<file path="src/rtl/prg_bank_pkg.sv">
package prg_bank_pkg;
  localparam int ADDR_W = 16;
  localparam int DATA_W = 8;

  typedef struct packed {
    logic ld_r0;
    logic ld_r1;
    logic ld_r2;
    logic ld_ctrl;
  } wr_sel_t;

  localparam logic [3:0] GRP_R0   = 4'h8;
  localparam logic [3:0] GRP_MISC = 4'h9;
  localparam logic [3:0] GRP_R1   = 4'hA;
  localparam logic [1:0] SEL_CTRL = 2'd2;
  localparam logic [1:0] SEL_R2   = 2'd3;
endpackage

</file>
<file path="src/rtl/prg_wr_decode.sv">
module prg_wr_decode
  import prg_bank_pkg::*;
(
  input  logic [ADDR_W-1:0] addr_i,
  input  logic              wr_i,
  output wr_sel_t           sel_o
);
  logic [3:0] grp;
  logic [1:0] sub;

  assign grp = addr_i[15:12];
  assign sub = addr_i[11:10];

  always_comb begin
    sel_o = '0;
    if (wr_i) begin
      unique case (grp)
        GRP_R0: sel_o.ld_r0 = 1'b1;
        GRP_R1: sel_o.ld_r1 = 1'b1;
        GRP_MISC: begin
          if (sub == SEL_CTRL) sel_o.ld_ctrl = 1'b1;
          // A2 high routes this select to nametable logic
          else if (sub == SEL_R2 && !addr_i[2]) sel_o.ld_r2 = 1'b1;
        end
        default: ;
      endcase
    end
  end
endmodule

</file>
<file path="src/rtl/prg_bank_regs.sv">
module prg_bank_regs
  import prg_bank_pkg::*;
#(
  parameter int BANK_W      = 5,
  parameter bit WRAM_RST_EN = 1'b1
) (
  input  logic              clk_i,
  input  logic              rst_ni,
  input  wr_sel_t           sel_i,
  input  logic [DATA_W-1:0] data_i,
  output logic [BANK_W-1:0] r0_o,
  output logic [BANK_W-1:0] r1_o,
  output logic [BANK_W-1:0] r2_o,
  output logic              mode_o,
  output logic              wram_en_o
);
  localparam logic [BANK_W-1:0] R0_RST = '0;
  localparam logic [BANK_W-1:0] R1_RST = BANK_W'(1);
  localparam logic [BANK_W-1:0] R2_RST = {{(BANK_W-1){1'b1}}, 1'b0};

  logic [BANK_W-1:0] bank_d;
  assign bank_d = data_i[BANK_W-1:0];

  always_ff @(posedge clk_i or negedge rst_ni) begin
    if (!rst_ni) begin
      r0_o      <= R0_RST;
      r1_o      <= R1_RST;
      r2_o      <= R2_RST;
      mode_o    <= 1'b0;
      wram_en_o <= WRAM_RST_EN;
    end else begin
      if (sel_i.ld_r0) r0_o <= bank_d;
      if (sel_i.ld_r1) r1_o <= bank_d;
      if (sel_i.ld_r2) r2_o <= bank_d;
      if (sel_i.ld_ctrl) begin
        wram_en_o <= data_i[0];
        mode_o    <= data_i[1];
      end
    end
  end

  p_hold_idle_r8: assert property (@(posedge clk_i) disable iff (!rst_ni)
    (sel_i == '0) |=> ($stable(r0_o) && $stable(r1_o) && $stable(r2_o)
                       && $stable(mode_o) && $stable(wram_en_o)));
endmodule

</file>
<file path="src/rtl/prg_window_map.sv">
module prg_window_map #(
  parameter int BANK_W = 5
) (
  input  logic [1:0]        win_i,
  input  logic              mode_i,
  input  logic [BANK_W-1:0] r0_i,
  input  logic [BANK_W-1:0] r1_i,
  input  logic [BANK_W-1:0] r2_i,
  output logic [BANK_W-1:0] bank_o
);
  localparam int NWIN = 4;

  logic [BANK_W-1:0] tbl [NWIN];
  logic [1:0]        idx;

  for (genvar g = 0; g < NWIN; g++) begin : g_tbl
    if (g == 0)      begin : g_r0 assign tbl[g] = r0_i; end
    else if (g == 1) begin : g_r1 assign tbl[g] = r1_i; end
    else if (g == 2) begin : g_r2 assign tbl[g] = r2_i; end
    else             begin : g_fix assign tbl[g] = '1; end
  end

  // mode 1 swaps the even windows 0 and 2
  assign idx    = (mode_i && !win_i[0]) ? (win_i ^ 2'b10) : win_i;
  assign bank_o = tbl[idx];

  always_comb begin
    p_last_fixed_r6: assert (win_i != 2'b11 || bank_o == '1);
  end
endmodule

</file>
<file path="src/rtl/prg_bank_ctrl.sv">
module prg_bank_ctrl
  import prg_bank_pkg::*;
#(
  parameter int BANK_W      = 5,
  parameter bit WRAM_RST_EN = 1'b1
) (
  input  logic              clk_i,
  input  logic              rst_ni,
  input  logic [15:0]       cpu_addr_i,
  input  logic [7:0]        cpu_data_i,
  input  logic              cpu_wr_i,
  input  logic              cpu_rd_i,
  output logic [BANK_W-1:0] rom_bank_o,
  output logic              ram_ce_o,
  output logic              ram_we_o
);
  wr_sel_t           sel;
  logic [BANK_W-1:0] r0, r1, r2;
  logic              mode, wram_en, in_ram;

  prg_wr_decode u_dec (
    .addr_i (cpu_addr_i),
    .wr_i   (cpu_wr_i),
    .sel_o  (sel)
  );

  prg_bank_regs #(.BANK_W(BANK_W), .WRAM_RST_EN(WRAM_RST_EN)) u_regs (
    .clk_i     (clk_i),
    .rst_ni    (rst_ni),
    .sel_i     (sel),
    .data_i    (cpu_data_i),
    .r0_o      (r0),
    .r1_o      (r1),
    .r2_o      (r2),
    .mode_o    (mode),
    .wram_en_o (wram_en)
  );

  prg_window_map #(.BANK_W(BANK_W)) u_map (
    .win_i  (cpu_addr_i[14:13]),
    .mode_i (mode),
    .r0_i   (r0),
    .r1_i   (r1),
    .r2_i   (r2),
    .bank_o (rom_bank_o)
  );

  assign in_ram   = (cpu_addr_i[15:13] == 3'b011);
  assign ram_ce_o = in_ram && wram_en && (cpu_rd_i || cpu_wr_i);
  assign ram_we_o = in_ram && wram_en && cpu_wr_i;

  p_we_in_ce_r7: assert property (@(posedge clk_i) disable iff (!rst_ni)
    ram_we_o |-> ram_ce_o);
  p_ram_off_r7: assert property (@(posedge clk_i) disable iff (!rst_ni)
    !wram_en |-> (!ram_ce_o && !ram_we_o));
  p_ctrl_load_r5: assert property (@(posedge clk_i) disable iff (!rst_ni)
    (cpu_wr_i && cpu_addr_i[15:10] == 6'b100110)
      |=> (wram_en == $past(cpu_data_i[0]) && mode == $past(cpu_data_i[1])));
  p_nt_sub_r4: assert property (@(posedge clk_i) disable iff (!rst_ni)
    (cpu_wr_i && cpu_addr_i[15:10] == 6'b100111 && cpu_addr_i[2]) |=> $stable(r2));
endmodule

</file>
<file path="config.mk">
export PLATFORM = sky130hd
export DESIGN_NAME = prg_bank_ctrl
export DESIGN_NICKNAME = d
export VERILOG_FILES = /design/src/rtl/prg_bank_pkg.sv /design/src/rtl/prg_wr_decode.sv /design/src/rtl/prg_bank_regs.sv /design/src/rtl/prg_window_map.sv /design/src/rtl/prg_bank_ctrl.sv
export SDC_FILE = /design/constraint.sdc
export NUM_CORES = 1
export LEC_CHECK = 0
export ABC_CLOCK_PERIOD_IN_PS = 3600
export BUFFER_PORTS_ARGS = -buffer_cell sky130_fd_sc_hd__buf_4
export CAP_MARGIN = 20
export CORE_UTILIZATION = 40
export DETAILED_ROUTE_END_ITERATION = 7
export PLACE_DENSITY = 0.74
export REMOVE_ABC_BUFFERS = 1
export SYNTH_ARGS = -nofsm -noshare
export SYNTH_HDL_FRONTEND = slang
export SYNTH_SLANG_ARGS = --single-unit
</file>
<file path="constraint.sdc">
create_clock -name clk_i -period 3.6 [get_ports clk_i]
set_input_delay 0.36 -clock clk_i [delete_from_list [all_inputs] [get_ports clk_i]]
set_output_delay 0.36 -clock clk_i [all_outputs]
set_load 0.02 [all_outputs]
</file>
==> impl_metrics.toml <==
[outcome]
status = "completed"

[routing]
via_per_inst = 5.32
drt_iter0_drc = 3
wl_met2_um = 856
top_layer = "met4"
routed-wl-met3_um = 56
firstDrtPassIters = 4
drt_wl_total_um = 1700
wl_met1_um = 773
avgRoutedWirePerCell_um = 14.9
route.detailed.drc = 0
ant_nets = 0
num_vias = 607

[finish]
diodes = 0
ff_latch_area_um2 = 433
nets = 116
multiInputGateArea_um2 = 419
utilization = 0.538
design_area_mm2 = 0.00109
syn2layout_area_growth_pct = 23.9
finalNonFillerCells = 114
fillers = 171
drive_gt1_frac = 0.586

[yosys]
ys_seq_area_frac = 0.493
syn_inst = 63
avgSynthCellArea_um2 = 13.9
synth_top_cell_by_area = "dfrtp_1"
yosys_warnings = 0
synth_cell_types = 20
synth.most_common_cell = "mux2_2"
ys_seq_elements = 17
syn_area_um2 = 878
synthTopCellsByCount = "mux2_2 (12), dfrtp_1 (11), mux2i_1 (7)"
yosysTopAreaCellShare = 0.313
synth_area_leaders = "dfrtp_1 (31%), dfstp_2 (18%), mux2_2 (15%)"
synth_edf_count = 0
synth_flop_cell = "dfrtp_1"
synthArstFlopShare = 1.00

[grt]
antenna_found_initial = 0
grt_pass1_vias = 617
grt_use_total = 0.158
grt_pass1_wl_um = 2740
grt_start_max_net_pins = 18
grt-ovfl-total = 0

[setup_path]
start_kind = "flop"
worstPathMaxFanout = 5
endpoint_kind = "output pin"
cp_top_family = "XOR/XNOR gates"
critPathKind = "flop to output pin"
crit_arrival_ns = 1.77
worstPathRequired_ns = 3.24
crit_slowest_cell = "xor2_1"
cp_cell_sequence = "xor2_1 -> mux2i_1 -> o21ai_0 -> buf_4"
slowest_delay_ns = 0.54
critPathBufInv = 1

[timing]
period_needed_ns = 2.13
setup_slack_ns = 1.47
maxSlewHeadroom = 0.525
hold_viol_final = 0
finClkSkew_ns = 0
slew_viol_final = 0
finalSetupTns_ns = 0
tightest_slew_ns = 0.707
finalCritPeriodShare = 0.590
max_clock_freq_ghz = 0.470
rsz0062_at_grt = "false"
fin_hold_ws_ns = 0.308
setup_viol = 0

[die]
rows = 16
core_mm2 = 0.00202
die_w_um = 48.9
num_io_pins = 35
initial_core_util = 0.434
die-area_mm2 = 0.00239
die_h_um = 48.9

[clock_tree]
post_cts_resized = 0
hold_buffers = 1
clk_pin_slew_ns = 0.10
htreeDepth = 1
clockBufferDepth = 2
clk-insertion-delay-late_ns = 0.28
postCtsSetupRepairBufs = 0
clockRootBuffer = "clkbuf_4"
cts.sinks = 17
cts_buffers = 3
cts_tree = "done"

[power_and_ir_drop]
p_leak_nw = 0.514
total_power_mw = 0.471
powerDensity_mw_per_mm2 = 433
peakVddDrop_mv = 0.303

[place]
place_inst = 109
pre_cts_ws_ns = 1.66
gp_congestion = 0.713
dp_hpwl_um = 1250
postPlaceCellArea_mm2 = 0.00105
port_buffers = 22

[min_path]
worstHoldPathType = "input port to flop"

[run]
drv_cap = 0
-- state kept, by name (all words and copies together), names as in the netlist --
signal,flops
u_regs.r0_o,5
u_regs.mode_o,1
u_regs.r1_o,5
u_regs.wram_en_o,1
u_regs.r2_o,5
-- area by class of cell --
| cell class | count | share of cell area |
|---|---|---|
| sequential | 17 | 0.398 |
| tap | 27 | 0.0310 |
| clock inverter | 1 | 0.00460 |
| multi-input combinational | 43 | 0.385 |
| timing repair buffer | 23 | 0.161 |
| clock buffer | 3 | 0.0207 |
-- report_power, final --
| part | switching, mW | total [mW] | internal [mW] |
|---|---|---|---|
| Clock | 0.0581 | 0.0994 | 0.0413 |
| Sequential | 0.0178 | 0.248 | 0.230 |
| Combinational | 0.0526 | 0.124 | 0.0709 |
-- logic make-up after synthesis --
family | synth area share
multiplexers | 0.319
XOR/XNOR | 0.00997
flip-flops | 0.493
AND/OR/NAND/NOR | 0.101
AO/OA/AOI/OAI | 0.0470
buffers and inverters | 0.0299
-- per-layer routing --
| metal | vias up | global-route usage |
|---|---|---|
| met1 | 305 | 0.206 |
| met2 | 19 | 0.255 |
| met3 | 2 | 0.0280 |
| li1 | 281 | - |
| met4 | 0 | 0.0735 |
| met5 | - | 0 |
-- layout by cell type (no fill, tap or decap) --
cell type	Yosys	layout
dfstp_2	6	6
nor4bb_1	1	1
nor2_1	2	2
dlygate4sd3_1	0	1
nor2b_1	1	1
or4b_1	1	1
o2111a_1	1	1
buf_4	0	22
o21ai_0	6	6
clkbuf_4	0	3
mux2_2	12	12
and4_1	1	1
mux2i_1	7	7
nor4_2	1	1
nor4b_2	1	1
clkinv_2	0	1
nand4b_1	1	1
dfrtp_1	11	11
nand2_1	1	1
xor2_1	1	1
mux2_4	5	5
nand2b_1	1	1
-- worst paths after layout --
path	start	to	slack, ns	cells past startpoint
max	u_regs.mode_o$_DFFE_PN0P_	rom_bank_o[2]	1.47	4
min	cpu_data_i[2]	u_regs.r1_o[2]$_DFFE_PN0P_	0.31	2
max reg2reg	u_regs.mode_o$_DFFE_PN0P_	u_regs.mode_o$_DFFE_PN0P_	2.83	1
min reg2reg	u_regs.r1_o[3]$_DFFE_PN0P_	u_regs.r1_o[3]$_DFFE_PN0P_	0.51	1
max in group asynchronous	rst_ni	u_regs.r2_o[1]$_DFFE_PN1P_	2.88	2
min in group asynchronous	rst_ni	u_regs.r0_o[0]$_DFFE_PN0P_	0.46	2
Power figures use the tool's default switching activity.
